## config.mk

```make
export PLATFORM = sky130hd
export DESIGN_NAME = lirq_unit
export DESIGN_NICKNAME = d
export VERILOG_FILES = /design/src/rtl/lirq_pkg.sv /design/src/rtl/lirq_ctrl.sv /design/src/rtl/lirq_datapath.sv /design/src/rtl/lirq_unit.sv
export SDC_FILE = /design/constraint.sdc
export NUM_CORES = 1
export LEC_CHECK = 0
export BUFFER_PORTS_ARGS = -buffer_cell sky130_fd_sc_hd__buf_2
export CAP_MARGIN = 20
export CELL_PAD_IN_SITES_DETAIL_PLACEMENT = 1
export CELL_PAD_IN_SITES_GLOBAL_PLACEMENT = 1
export CORE_MARGIN = 2
export CORE_UTILIZATION = 32
export CTS_CLUSTER_SIZE = 30
export DETAILED_ROUTE_END_ITERATION = 8
export HOLD_SLACK_MARGIN = 0.03
export PLACE_DENSITY_LB_ADDON = 0.1
export SETUP_SLACK_MARGIN = 0.5
export SKIP_CTS_REPAIR_TIMING = 1
export SLEW_MARGIN = 25
export SYNTH_ARGS = -nofsm -noshare
export SYNTH_HDL_FRONTEND = slang
export SYNTH_SLANG_ARGS = --single-unit
export TNS_END_PERCENT = 100
```

## constraint.sdc

```tcl
create_clock -name clk -period 2.8 [get_ports clk]
set_input_delay 0 -clock clk [delete_from_list [all_inputs] [get_ports clk]]
set_output_delay 0 -clock clk [all_outputs]
set_load 0.005 [all_outputs]
```

## src/rtl/lirq_pkg.sv

```systemverilog
package lirq_pkg;
  localparam int NUM_SRC = 5;
  localparam int HW_SRC = 3;
  localparam int NUM_GRP = 4;
  localparam int DATA_W = 8;
  localparam int CORE_W = 4;
  localparam int ADDR_W = 5;
  localparam int PIN_W = 3;
  localparam int MAP_EN_BIT = 7;

  localparam logic [ADDR_W-1:0] A_CTRL     = 5'd0;
  localparam logic [ADDR_W-1:0] A_MASK     = 5'd1;
  localparam logic [ADDR_W-1:0] A_SETMASK  = 5'd2;
  localparam logic [ADDR_W-1:0] A_CLRMASK  = 5'd3;
  localparam logic [ADDR_W-1:0] A_PEND     = 5'd4;
  localparam logic [ADDR_W-1:0] A_SWRAISE  = 5'd5;
  localparam logic [ADDR_W-1:0] A_OSEL     = 5'd6;
  localparam logic [ADDR_W-1:0] A_OSETMASK = 5'd7;
  localparam logic [ADDR_W-1:0] A_OCLRMASK = 5'd8;
  localparam logic [ADDR_W-1:0] A_OMASK    = 5'd9;
  localparam logic [1:0] MAP_PAGE  = 2'b10;
  localparam logic [1:0] OMAP_PAGE = 2'b11;

  localparam logic [NUM_SRC-1:0] SW_BITS = 5'b11000;

  typedef struct packed {
    logic setMask;
    logic clrMask;
    logic clrPend;
    logic raiseSw;
    logic mapWr;
    logic ctrlWr;
    logic [CORE_W-1:0] bank;
    logic [PIN_W-1:0] mapIdx;
    logic [DATA_W-1:0] data;
  } lirq_strobe_t;
endpackage

```

## src/rtl/lirq_ctrl.sv

```systemverilog
module lirq_ctrl
  import lirq_pkg::*;
#(
  parameter int NUM_CORES = 3
) (
  input  logic clk,
  input  logic rstN,
  input  logic wrEn,
  input  logic [CORE_W-1:0] wrCore,
  input  logic [ADDR_W-1:0] wrAddr,
  input  logic [DATA_W-1:0] wrData,
  output lirq_strobe_t st,
  output logic [NUM_CORES*CORE_W-1:0] otherSelFlat
);
  logic [CORE_W-1:0] selQ [NUM_CORES];
  logic issuerOk, isMap, isOMap, isOther, selValid;
  logic [CORE_W-1:0] issuerSel;

  assign issuerOk = wrEn && (wrCore < CORE_W'(NUM_CORES));
  assign selValid = wrData < DATA_W'(NUM_CORES);

  always_comb begin
    isMap = (wrAddr[4:3] == MAP_PAGE) && (wrAddr[2:0] < PIN_W'(NUM_SRC));
    isOMap = (wrAddr[4:3] == OMAP_PAGE) && (wrAddr[2:0] < PIN_W'(NUM_SRC));
    isOther = (wrAddr == A_OSETMASK) || (wrAddr == A_OCLRMASK) || isOMap;
    issuerSel = '0;
    for (int c = 0; c < NUM_CORES; c++) begin
      if (wrCore == CORE_W'(c)) issuerSel = selQ[c];
    end
    st = '0;
    st.bank = isOther ? issuerSel : wrCore;
    st.data = wrData;
    st.mapIdx = wrAddr[2:0];
    if (issuerOk) begin
      case (wrAddr)
        A_SETMASK, A_OSETMASK: st.setMask = 1'b1;
        A_CLRMASK, A_OCLRMASK: st.clrMask = 1'b1;
        A_PEND:                st.clrPend = 1'b1;
        A_SWRAISE:             st.raiseSw = 1'b1;
        A_CTRL:                st.ctrlWr = 1'b1;
        default:               st.mapWr = isMap || isOMap;
      endcase
    end
  end

  for (genvar c = 0; c < NUM_CORES; c++) begin : g_sel
    always_ff @(posedge clk) begin
      if (!rstN) selQ[c] <= '0;
      else if (issuerOk && wrCore == CORE_W'(c) && wrAddr == A_OSEL && selValid)
        selQ[c] <= wrData[CORE_W-1:0];
    end
    assign otherSelFlat[c*CORE_W +: CORE_W] = selQ[c];

    assert_sel_store_R8: assert property (@(posedge clk) disable iff (!rstN)
      (wrEn && wrCore == CORE_W'(c) && wrAddr == A_OSEL && selValid)
      |=> (selQ[c] == $past(wrData[CORE_W-1:0])));
    assert_sel_reject_R9: assert property (@(posedge clk) disable iff (!rstN)
      (wrEn && wrAddr == A_OSEL && !selValid) |=> $stable(selQ[c]));
  end

  assert_one_strobe_R7: assert property (@(posedge clk) disable iff (!rstN)
    $onehot0({st.setMask, st.clrMask, st.clrPend, st.raiseSw, st.mapWr, st.ctrlWr}));
endmodule

```

## src/rtl/lirq_datapath.sv

```systemverilog
module lirq_datapath
  import lirq_pkg::*;
#(
  parameter int NUM_CORES = 3,
  parameter int NUM_PINS = 6,
  parameter logic [NUM_GRP-1:0] ROUTE_CAPS = 4'b0101,
  localparam int LINE_W = NUM_PINS + 2,
  localparam int VEC_W = $clog2(NUM_PINS + 1)
) (
  input  logic clk,
  input  logic rstN,
  input  lirq_strobe_t st,
  input  logic [NUM_CORES*HW_SRC-1:0] evtStrobe,
  input  logic [NUM_CORES*CORE_W-1:0] otherSelFlat,
  input  logic [CORE_W-1:0] rdCore,
  input  logic [ADDR_W-1:0] rdAddr,
  output logic [DATA_W-1:0] rdData,
  output logic [NUM_CORES*LINE_W-1:0] irqLines,
  output logic [NUM_CORES*VEC_W-1:0] irqVec
);
  logic [NUM_SRC-1:0] maskQ [NUM_CORES];
  logic [NUM_SRC-1:0] pendQ [NUM_CORES];
  logic [NUM_SRC-1:0] mapEnQ [NUM_CORES];
  logic [PIN_W-1:0] mapPinQ [NUM_CORES][NUM_SRC];
  logic eicQ [NUM_CORES];
  logic [NUM_GRP-1:0] flags [NUM_CORES];
  logic unusedDataBits;

  assign unusedDataBits = ^st.data[MAP_EN_BIT-1:NUM_SRC];

  for (genvar c = 0; c < NUM_CORES; c++) begin : g_core
    logic hit;
    logic [NUM_SRC-1:0] pendNext, srcRoute, live;
    logic [NUM_PINS-1:0] pinHit;
    logic [VEC_W-1:0] vec;

    assign hit = (st.bank == CORE_W'(c));

    always_comb begin
      pendNext = pendQ[c];
      if (hit && st.clrPend) pendNext = pendNext & ~st.data[NUM_SRC-1:0];
      if (hit && st.raiseSw) pendNext = pendNext | (st.data[NUM_SRC-1:0] & SW_BITS);
      pendNext[HW_SRC-1:0] = pendNext[HW_SRC-1:0] | evtStrobe[c*HW_SRC +: HW_SRC];
    end

    always_ff @(posedge clk) begin
      if (!rstN) begin
        maskQ[c] <= '0;
        pendQ[c] <= '0;
        mapEnQ[c] <= '0;
        eicQ[c] <= 1'b0;
        for (int s = 0; s < NUM_SRC; s++) mapPinQ[c][s] <= '0;
      end else begin
        pendQ[c] <= pendNext;
        if (hit && st.setMask) maskQ[c] <= maskQ[c] | st.data[NUM_SRC-1:0];
        if (hit && st.clrMask) maskQ[c] <= maskQ[c] & ~st.data[NUM_SRC-1:0];
        if (hit && st.ctrlWr) eicQ[c] <= st.data[0];
        for (int s = 0; s < NUM_SRC; s++) begin
          if (hit && st.mapWr && st.mapIdx == PIN_W'(s)) begin
            mapEnQ[c][s] <= st.data[MAP_EN_BIT];
            mapPinQ[c][s] <= st.data[PIN_W-1:0];
          end
        end
      end
    end

    assign flags[c] = ROUTE_CAPS | {NUM_GRP{eicQ[c]}};
    assign srcRoute = {flags[c][3], flags[c][3], flags[c][2], flags[c][1], flags[c][0]};
    assign live = pendQ[c] & maskQ[c] & srcRoute & mapEnQ[c];

    always_comb begin
      pinHit = '0;
      for (int p = 0; p < NUM_PINS; p++)
        for (int s = 0; s < NUM_SRC; s++)
          if (live[s] && mapPinQ[c][s] == PIN_W'(p)) pinHit[p] = 1'b1;
      vec = '0;
      for (int p = NUM_PINS - 1; p >= 0; p--)
        if (pinHit[p]) vec = VEC_W'(p + 1);
    end

    assign irqLines[c*LINE_W +: LINE_W] = {pinHit, 2'b00};
    assign irqVec[c*VEC_W +: VEC_W] = vec;

    for (genvar k = 0; k < HW_SRC; k++) begin : g_evt
      assert_evt_latch_R3: assert property (@(posedge clk) disable iff (!rstN)
        evtStrobe[c*HW_SRC+k] |=> pendQ[c][k]);
    end
    assert_clr_all_R2: assert property (@(posedge clk) disable iff (!rstN)
      (hit && st.clrMask && (&st.data[NUM_SRC-1:0])) |=> (maskQ[c] == '0));
    assert_vec_match_R4: assert property (@(posedge clk) disable iff (!rstN)
      ((|irqLines[c*LINE_W +: LINE_W]) == (irqVec[c*VEC_W +: VEC_W] != '0)));
    assert_no_unmasked_R5: assert property (@(posedge clk) disable iff (!rstN)
      (maskQ[c] == '0) |-> (irqLines[c*LINE_W +: LINE_W] == '0));
  end

  always_comb begin
    logic [CORE_W-1:0] oth;
    logic [NUM_SRC-1:0] lMask, lPend, oMask;
    logic [NUM_GRP-1:0] lFlags;
    logic lEic, lEn, oEn;
    logic [PIN_W-1:0] lPin, oPin;
    oth = '0;
    for (int c = 0; c < NUM_CORES; c++)
      if (rdCore == CORE_W'(c)) oth = otherSelFlat[c*CORE_W +: CORE_W];
    lMask = '0; lPend = '0; oMask = '0; lFlags = '0; lEic = 1'b0;
    lEn = 1'b0; oEn = 1'b0; lPin = '0; oPin = '0;
    for (int c = 0; c < NUM_CORES; c++) begin
      if (rdCore == CORE_W'(c)) begin
        lMask = maskQ[c]; lPend = pendQ[c]; lFlags = flags[c]; lEic = eicQ[c];
        for (int s = 0; s < NUM_SRC; s++)
          if (rdAddr[2:0] == PIN_W'(s)) begin lEn = mapEnQ[c][s]; lPin = mapPinQ[c][s]; end
      end
      if (oth == CORE_W'(c)) begin
        oMask = maskQ[c];
        for (int s = 0; s < NUM_SRC; s++)
          if (rdAddr[2:0] == PIN_W'(s)) begin oEn = mapEnQ[c][s]; oPin = mapPinQ[c][s]; end
      end
    end
    rdData = '0;
    case (rdAddr)
      A_CTRL:  rdData = DATA_W'({lFlags, lEic});
      A_MASK:  rdData = DATA_W'(lMask);
      A_PEND:  rdData = DATA_W'(lPend);
      A_OSEL:  rdData = DATA_W'(oth);
      A_OMASK: rdData = DATA_W'(oMask);
      default: begin
        if (rdAddr[4:3] == MAP_PAGE)
          rdData = {lEn, {(DATA_W-1-PIN_W){1'b0}}, lPin};
        else if (rdAddr[4:3] == OMAP_PAGE)
          rdData = {oEn, {(DATA_W-1-PIN_W){1'b0}}, oPin};
      end
    endcase
  end
endmodule

```

## src/rtl/lirq_unit.sv

```systemverilog
module lirq_unit
  import lirq_pkg::*;
#(
  parameter int NUM_CORES = 3,
  parameter int NUM_PINS = 6,
  parameter logic [NUM_GRP-1:0] ROUTE_CAPS = 4'b0101,
  localparam int LINE_W = NUM_PINS + 2,
  localparam int VEC_W = $clog2(NUM_PINS + 1)
) (
  input  logic clk,
  input  logic rstN,
  input  logic wrEn,
  input  logic [CORE_W-1:0] wrCore,
  input  logic [ADDR_W-1:0] wrAddr,
  input  logic [DATA_W-1:0] wrData,
  input  logic [CORE_W-1:0] rdCore,
  input  logic [ADDR_W-1:0] rdAddr,
  output logic [DATA_W-1:0] rdData,
  input  logic [NUM_CORES*HW_SRC-1:0] evtStrobe,
  output logic [NUM_CORES*LINE_W-1:0] irqLines,
  output logic [NUM_CORES*VEC_W-1:0] irqVec
);
  lirq_strobe_t st;
  logic [NUM_CORES*CORE_W-1:0] otherSelFlat;

  lirq_ctrl #(.NUM_CORES(NUM_CORES)) ctrl_i (
    .clk(clk), .rstN(rstN), .wrEn(wrEn), .wrCore(wrCore), .wrAddr(wrAddr),
    .wrData(wrData), .st(st), .otherSelFlat(otherSelFlat)
  );

  lirq_datapath #(.NUM_CORES(NUM_CORES), .NUM_PINS(NUM_PINS), .ROUTE_CAPS(ROUTE_CAPS)) dp_i (
    .clk(clk), .rstN(rstN), .st(st), .evtStrobe(evtStrobe), .otherSelFlat(otherSelFlat),
    .rdCore(rdCore), .rdAddr(rdAddr), .rdData(rdData), .irqLines(irqLines), .irqVec(irqVec)
  );
endmodule

```

==> run_results.csv <==
group,metric,value,unit
hold_path,hold_class,"in -> reg",
routing,ant_nets,0,
sta,rsz0062_at_grt,"true",
setup_path,worstPathArrival,2480,ps
routing,drt_first_pass_iters,5,
flow_run,cap_violations,0,
finish,final_cell_mix,"nor2_1, edfxtp_1, buf_4",
finish,multi_input_area,4167,um2
global_routing,grt_pass1_vias,7017,
routing,wire_per_inst,23.68,um
placed_design,place_inst,1185,
finish,seqCellArea,2995,um2
finish,area_growth,24.98,%
logic_synthesis,syn_area_per_cell,8.604,um2
clock_tree,cts_made_buffers,9,
logic_synthesis,synth_compound_area_frac,0.1823,
finish,nets,1002,
clock_tree,htreeDepth,3,
sta,finalSetupViolCount,0,
setup_path,cp-start-kind,"flop",
logic_synthesis,synth-simple-area-share,0.2865,
clock_tree,clk_pin_slew,80,ps
global_routing,grt_first_pass_wirelength,43.32,mm
global_routing,globalRouteOverflowTotal,0,
logic_synthesis,postSynth.asyncResetShare,0,
logic_synthesis,yosys_warnings,0,
setup_path,r2r_end,"dp_i.mapPinQ[1][12]",
logic_synthesis,synth_enable_flop_cells,89,
clock_tree,cts-root-buf,"clkbuf_16",
floorplanning,initial_core_util,0.3274,
logic_synthesis,synthFlopType,"edfxtp_1",
sta,fin_tns_setup,0,ps
finish,drive_gt1_frac,0.2559,
logic_synthesis,synthCells,833,
setup_path,rr_worst_depth,9,
logic_synthesis,ys_types,71,
finish,layout.cells.most_common,"nor2_1",
floorplanning,die_y,153.7,um
routing,via_per_inst,5.762,
sta,finalClockSkew,10.09,ps
floorplanning,core,21890,um2
clock_tree,cts_max_path_buffers,2,
floorplanning,die_x,153.7,um
floorplanning,num_rows,54,
setup_path,worstSetupPathType,"reg -> out",
sta,drv_slew,0,
placed_design,place_ws,295.6,ps
routing,num_vias,7197,
setup_path,worstSetupEndpoint,"irqVec[1]",
setup_path,regToRegSetupSlack,630,ps
placed_design,place_congestion,0.8903,
floorplanning,io_pins,79,
sta,postLayoutSetupSlackWorst,322.4,ps
sta,worstMarginPinSlew,683.1,ps
finish,fin_cells,1249,
logic_synthesis,synth_fa_ha_area_frac,0,
global_routing,antenna_found_initial,0,
finish,final_util,0.4092,
routing,drt_wl_total,29.57,mm
routing,drc_errors,0,
placed_design,io_buffers,70,
logic_synthesis,seq_area_frac_synth,0.4176,
clock_tree,cts_tree,"yes",
clock_tree,cts.sinks,105,
power,ir_drop,230.3,uV
logic_synthesis,synth_top_family_by_area,"simple AND/OR/NAND/NOR gates",
global_routing,grt_use_total,0.2404,
sta,max_freq,403.6,MHz
routing,drt_iter0_markers,528,
setup_path,worstPathMaxFanout,4,
sta,hold_viol,0,
logic_synthesis,synthXorXnorAreaFrac,0.001222,
setup_path,critPathCaptureType,"output pin",
sta,fin_crit_sh,0.8848,
run_status,status,"finished, final reports clean",
sta,relSlewSlack,0.5446,
placed_design,place.detailed.hpwl,22.99,mm
finish,antennaDiodeCount,0,
power,cellPowerDensity,407.0,nW/um2
power,leakagePower,0.003339,uW
setup_path,reg2reg_from,"ctrl_i.selQ[2][2]",
global_routing,grt_max_degree,38,
setup_path,crit_required,2800,ps
sta,period_minus_slack,2478,ps
logic_synthesis,synth-seq-cells,105,
power,report.power.total,3645,uW
logic_synthesis,syn_area,7167,um2
clock_tree,clk_latency,350,ps
setup_path,timing.critical_path.from,"dp_i.maskQ[0][1]",
finish,fillCellCount,2632,
floorplanning,die_area,23610,um2
logic_synthesis,synth.area.mux_share,0.06564,
-- stage by stage --
step | hold WS (ps) | area, um2
floorplan | 109.6 | 7216
global placement | 245.7 | 7971
detailed placement | 262.5 | 7971
CTS | -102.9 | 8280
global route | 132.5 | 8957
finish | 124.4 | 8957
-- critical path, cell delays in order (launching register included) --
cell and delay, ps:
edfxtp_1 510, nand4_1 290, nor3b_2 90, a221o_1 350, a311oi_1 360, inv_1 110
a211oi_1 230, nor2_1 70, buf_2 130
-- power breakdown --
| group | internal (uW) | switching (uW) | total [uW] |
|---|---|---|---|
| clock network | 642 | 655 | 1300 |
| logic | 206 | 331 | 537 |
| registers | 1740 | 69.0 | 1810 |
| total | 2590 | 1050 | 3650 |
-- synth_stat cells (17+ instances only) --
| cell | count | share of area |
|---|---|---|
| o22ai_1 | 17 | 0.015 |
| o21ai_0 | 63 | 0.044 |
| inv_1 | 23 | 0.012 |
| nor3_1 | 30 | 0.021 |
| nor3b_1 | 19 | 0.020 |
| a21oi_1 | 33 | 0.023 |
| mux2i_1 | 34 | 0.047 |
| nor2_1 | 149 | 0.078 |
| edfxtp_1 | 89 | 0.37 |
| nand2_1 | 65 | 0.034 |
| nand3_1 | 38 | 0.027 |
| clkbuf_1 | 18 | 0.0094 |
| buf_2 | 19 | 0.013 |
-- sequential cells by signal (all words and copies together), names as in the netlist, named ones only --
signal,flops
dp_i.maskQ,15
ctrl_i.selQ,12
dp_i.mapEnQ,15
dp_i.eicQ,3
dp_i.mapPinQ,45
dp_i.pendQ,9
-- cell families (layout without fill, tap and decap cells) --
kind of cell / Yosys count / count (layout)
DFF: 105 / 105
xor gates and xnor gates: 1 / 1
AOI/OAI and AO/OA: 198 / 198
other: 1 / 14
muxes: 44 / 44
and+or+nand+nor: 410 / 410
buffers and inverters: 74 / 197
-- worst min-delay path by stage --
stage / slack (ps) / from / cells after the start / end
3_3_place_gp: 250 / evtStrobe[0] / 3 / dp_i.pendQ[0][0]
3_5_place_dp: 260 / evtStrobe[3] / 3 / dp_i.pendQ[1][0]
2_1_floorplan: 110 / rdAddr[4] / 2 / rdData[2]
5_1_grt: 130 / wrData[0] / 2 / dp_i.maskQ[2][0]
6_report: 120 / rstN / 3 / dp_i.pendQ[2][1]
4_1_cts: -100 / evtStrobe[3] / 3 / dp_i.pendQ[1][0]
-- cell type report --
| type | instances | share of cell area |
|---|---|---|
| Clock inverter | 7 | 0.009359 |
| Tap cell | 280 | 0.03911 |
| Clock buffer | 9 | 0.02514 |
| Inverter | 23 | 0.009638 |
| Multi-Input combinational cell | 667 | 0.4651 |
| Sequential cell | 105 | 0.3344 |
| Timing Repair Buffer | 158 | 0.1172 |
-- metal layers --
metal	wire length (um)	up-vias	part of all wire	global-route usage
li1	-	3346	-	-
met1	13200	3601	0.45	0.3353
met3	1655	30	0.056	0.02875
met5	0	-	0	0
met2	14060	220	0.48	0.3943
met4	665	0	0.022	0.06815
(Power assumes the default switching activity.)
